### src/rtl/ais_pkg.sv
package ais_pkg;
  // True when a bit this cycle is a strobed zero.
  function automatic logic is_zero(input logic valid, input logic bit_in);
    return valid && !bit_in;
  endfunction

  // True when a window closes on this strobed bit.
  function automatic logic closes_window(input logic valid, input int unsigned pos,
                                         input int unsigned win_bits);
    return valid && (pos == win_bits - 1);
  endfunction

  // Zero total after this bit stays below the limit.
  function automatic logic below_limit(input int unsigned zeros_before, input logic zero_now,
                                       input int unsigned limit);
    return (zeros_before + (zero_now ? 1 : 0)) < limit;
  endfunction
endpackage

### src/rtl/ais_window_ctr.sv
module ais_window_ctr #(
  parameter int unsigned WIN_BITS = 386,
  localparam int unsigned PW = $clog2(WIN_BITS)
) (
  input  logic clk,
  input  logic rst_n,
  input  logic rx_valid,
  output logic win_end
);
  import ais_pkg::*;
  logic [PW-1:0] pos_q;

  assign win_end = closes_window(rx_valid, int'(pos_q), WIN_BITS);

  always_ff @(posedge clk) begin
    if (!rst_n)        pos_q <= '0;
    else if (win_end)  pos_q <= '0;
    else if (rx_valid) pos_q <= pos_q + 1'b1;
  end
endmodule

### src/rtl/ais_zero_ctr.sv
module ais_zero_ctr #(
  parameter int unsigned ZERO_LIMIT = 3,
  localparam int unsigned ZW = $clog2(ZERO_LIMIT + 1)
) (
  input  logic          clk,
  input  logic          rst_n,
  input  logic          rx_valid,
  input  logic          rx_bit,
  input  logic          win_end,
  output logic          zero_hit,
  output logic          win_clean,
  output logic [ZW-1:0] zero_cnt
);
  import ais_pkg::*;
  logic zero_now;

  assign zero_now  = is_zero(rx_valid, rx_bit);
  assign zero_hit  = zero_now && (int'(zero_cnt) == ZERO_LIMIT - 1);
  assign win_clean = win_end && below_limit(int'(zero_cnt), zero_now, ZERO_LIMIT);

  always_ff @(posedge clk) begin
    if (!rst_n)
      zero_cnt <= '0;
    else if (win_end)
      zero_cnt <= '0;
    else if (zero_now && (int'(zero_cnt) < ZERO_LIMIT))
      zero_cnt <= zero_cnt + 1'b1;
  end
endmodule

### src/rtl/ais_verdict.sv
module ais_verdict (
  input  logic clk,
  input  logic rst_n,
  input  logic win_end,
  input  logic win_clean,
  input  logic zero_hit,
  input  logic los,
  output logic win_ok,
  output logic ais
);
  logic ok_n;

  always_comb begin
    ok_n = win_ok;
    if (zero_hit)     ok_n = 1'b0;
    else if (win_end) ok_n = win_clean;
  end

  always_ff @(posedge clk) begin
    if (!rst_n) begin
      win_ok <= 1'b0;
      ais    <= 1'b0;
    end else begin
      win_ok <= ok_n;
      ais    <= ok_n & los;
    end
  end
endmodule

### src/rtl/ais_detector.sv
module ais_detector #(
  parameter int unsigned WIN_BITS   = 386,
  parameter int unsigned ZERO_LIMIT = 3,
  localparam int unsigned ZW = $clog2(ZERO_LIMIT + 1)
) (
  input  logic clk,
  input  logic rst_n,
  input  logic rx_bit,
  input  logic rx_valid,
  input  logic los,
  output logic ais
);
  logic          win_end;
  logic          zero_hit;
  logic          win_clean;
  logic          win_ok;
  logic [ZW-1:0] zero_cnt;

  ais_window_ctr #(.WIN_BITS(WIN_BITS)) u_win (
    .clk(clk), .rst_n(rst_n), .rx_valid(rx_valid), .win_end(win_end)
  );

  ais_zero_ctr #(.ZERO_LIMIT(ZERO_LIMIT)) u_zero (
    .clk(clk), .rst_n(rst_n), .rx_valid(rx_valid), .rx_bit(rx_bit),
    .win_end(win_end), .zero_hit(zero_hit), .win_clean(win_clean), .zero_cnt(zero_cnt)
  );

  ais_verdict u_verdict (
    .clk(clk), .rst_n(rst_n), .win_end(win_end), .win_clean(win_clean),
    .zero_hit(zero_hit), .los(los), .win_ok(win_ok), .ais(ais)
  );
endmodule

### config.mk
export PLATFORM = sky130hd
export DESIGN_NAME = ais_detector
export DESIGN_NICKNAME = d
export VERILOG_FILES = /design/src/rtl/ais_pkg.sv /design/src/rtl/ais_window_ctr.sv /design/src/rtl/ais_zero_ctr.sv /design/src/rtl/ais_verdict.sv /design/src/rtl/ais_detector.sv
export SDC_FILE = /design/constraint.sdc
export NUM_CORES = 1
export LEC_CHECK = 0
export ABC_AREA = 1
export BUFFER_PORTS_ARGS = -buffer_cell sky130_fd_sc_hd__buf_2
export CAP_MARGIN = 20
export CORE_MARGIN = 2
export CORE_UTILIZATION = 45
export DETAILED_ROUTE_END_ITERATION = 12
export PLACE_DENSITY = 0.68
export SETUP_SLACK_MARGIN = 0.2
export SYNTH_ARGS = -nofsm -noshare
export SYNTH_HDL_FRONTEND = slang
export SYNTH_SLANG_ARGS = --single-unit
### constraint.sdc
create_clock -name clk -period 2.1 [get_ports clk]
set_input_delay 0.21 -clock clk [delete_from_list [all_inputs] [get_ports clk]]
set_output_delay 0.21 -clock clk [all_outputs]
set_load 0.02 [all_outputs]
==> metrics.md <==
| Metric | Value |
|---|---|
| Status | `finished clean` |
| Synth Instances | `110` |
| Hold depth | `3` |
| Worst-Margin Slew | `0.215 ns` |
| Dominant synthesized flop cell | `dfxtp_1` |
| Reg2reg setup slack | `0.75 ns` |
| CTS resizes | `0` |
| Initial antenna violation count | `0` |
| Layout cells sized above 1 | `0.144` |
| Hold_sp | `los` |
| Static Leak | `approximately 0.41 nW` |
| Worst-path clk slew | `0.08 ns` |
| Port bufs | `5` |
| CTS tree | `yes` |
| Initial core utilization | `0.489` |
| Pwr/cell area | `561 nW/µm²` |
| WHS Endpoint | `u_verdict.ais` |
| Maximum vdd drop | `approximately 0.27 mV` |
| Synth cell types | `19` |
| Worst Setup Path Type | `reg -> reg` |
| Die height | `between 40 and 50 µm` |
| Synthesized net count | `120` |
| Final net count | `129` |
| Worst Reg2Reg Path Length in Cells | `8` |
| Seq/Total Area, Yosys | `0.349` |
| Num CTS Buffers | `3` |
| Post-CTS Hold Buffers | `0` |
| CTS sink cnt | `13` |
| Placed insts | `130` |
| First-pass DRT Iterations | `3` |
| Placed Area | `~780 µm²` |
| Ys Warns | `0` |
| Via density | `about 4.6` |
| Hold Vio Cnt, Final | `0` |
| # DRC | `0` |
| Die width | `44.7 µm` |
| Wire per inst | `9.22 µm` |
| Core area | `around 1500 µm²` |
| Clk_skew | `~0.0025 ns` |
| Top cells by count, synth | `inv_1 (25), nand2_1 (25), dfxtp_1 (13), nor2_1 (12), nand3_1 (8)` |
| Finish-stage setup viols | `0` |
| WHS | `around 0.14 ns` |
| Die area | `2000 µm²` |
| Period Utilization, post-route | `0.645` |
| Worst min path class | `in -> reg` |
| Htree depth | `1` |
| First-pass GRT wire length | `2280 µm` |
| Top fanout value on the critical path | `10` |
| Top Ports | `6` |
| Overflow after GRT | `0` |
| Vias | `621` |
| Post-synth top area share | `0.349` |
| TNS Setup | `0 ns` |
| Area grow syn2layout | `8.05%` |
| RSZ-0062 raised after global routing | `false` |
| Largest net degree at the start of global routing | `11` |
| DRT Wirelength | `roughly 1200 µm` |
| CTS max path bufs | `2` |
| Cell Area, Synth | `around 750 µm²` |
| # diodes | `0` |
| Post-synth ARST share | `0` |
| Synth Area per Inst | `6.78 µm²` |
| Root buffer cell | `clkbuf_4` |
| Critical path launch point type | `flip-flop` |
| Clk_lat worst skew | `about 0.27 ns` |
| DR iter-0 viols | `7` |
| Synthesis-stage register bit count | `13` |
| Fmax | `about 0.74 GHz` |
| Synth top area cells | `dfxtp_1 (35%), inv_1 (13%), nand2_1 (13%)` |
| Non-Filler Instances | `roughly 130` |
| Worst slew margin | `0.856` |
| Final Wtd Congestion | `between 0.7 and 0.8` |
| Final ANT Viol Nets | `0` |
| Critical R2R Launch | `u_win.pos_q[0]` |
| Reg-to-Reg End | `u_win.pos_q[6]` |
| Post-CTS setup repair buffer count | `0` |
| CP Data Required Time | `about 2.3 ns` |
| Number of cell rows | `14` |
| Number of global-route vias before repair | `roughly 600` |
| DPL Wire Length | `about 990 µm` |
| Crit. End Element | `flip-flop` |
| GRT Total Usage | `0.157` |
| Yosys top cell by area | `dfxtp_1` |
| Max Cap Viol | `0` |
| Worst EP arrival | `1.53 ns` |
| Post-synth EDFFs | `0` |
| Min Tclk post-route | `1.35 ns` |
| Slew Viols, Final | `0` |
| Final instance area | `806 µm²` |
worst max-delay path, stage by stage, from the launching register on:
cell and delay, ns:
dfxtp_1 0.40, ha_1 0.17, nand2_1 0.05, nor2_1 0.13, nand3_1 0.13, nand2_2 0.20
inv_1 0.08, nand3_1 0.07, inv_1 0.04
layout make-up:
cell class / count / area, µm²
fillers: 160 / 718
multi-input cells: 71 / 380
flip-flops and latches: 13 / 260
inverters: 25 / 93.8
clock buffers: 4 / 26.3
repair buffers: 5 / 25.0
well taps: 16 / 20.0
cells by family (layout without fill, tap and decap cells):
group           count (synthesis)  in the layout  synth area share
xor+xnor                        3              3            0.0352
fa+ha+maj                       5              5            0.0839
compound gates                  5              5            0.0386
flops                          13             13             0.349
buf+inv                        26             34             0.141
simple gates                   58             58             0.352
worst max path at each step:
stage,from,to
finish,u_win.pos_q[0],u_win.pos_q[6]
global route,u_win.pos_q[0],u_win.pos_q[6]
global placement,u_win.pos_q[0],u_win.pos_q[6]
CTS,u_win.pos_q[0],u_win.pos_q[6]
floorplan,u_win.pos_q[0],u_win.pos_q[6]
detailed placement,u_win.pos_q[0],u_win.pos_q[6]
metrics by stage:
stage	setup slack, ns	total power [mW]	utilization
finish	0.745	0.452	0.529
global route	0.613	0.482	0.529
CTS	0.732	0.462	0.529
detailed placement	0.745	0.304	0.511
global placement	0.818	0.302	0.511
floorplan	0.908	0.294	-
layout by cell type, fill, tap and decap left out:
master and instances:
or2_0 1, nor3_1 2, or2_2 1, clkbuf_4 3, nand3_1 8, or2_4 1
xor2_1 3, a21oi_2 1, nor2_2 3, dfxtp_1 13, nand2_2 3, buf_2 5
ha_1 5, nor3b_1 1, o21ai_0 1, inv_1 25, nand3b_1 1, nor2_1 12
nand2_1 25, a21oi_1 3, clkbuf_1 1
sequential cells by signal (all words and copies together), names as in the netlist:
signal,cells
u_verdict.ais,1
u_verdict.win_ok,1
u_win.pos_q,9
u_zero.zero_cnt,2
report_power, final:
part	internal, mW	switching [mW]
Clock	0.0735	0.0815
Combinational	0.0166	0.0220
Sequential	0.252	0.00652
Total	0.342	0.110
routing by layer:
layer / vias up / routed length [µm] / track usage
met1: 272 / 600 / 0.178
met2: 4 / 599 / 0.275
met5: - / 0 / 0
li1: 343 / - / -
met4: 0 / 8 / 0.0727
met3: 2 / 28 / 0.0360
Power figures use the tool's default switching activity.
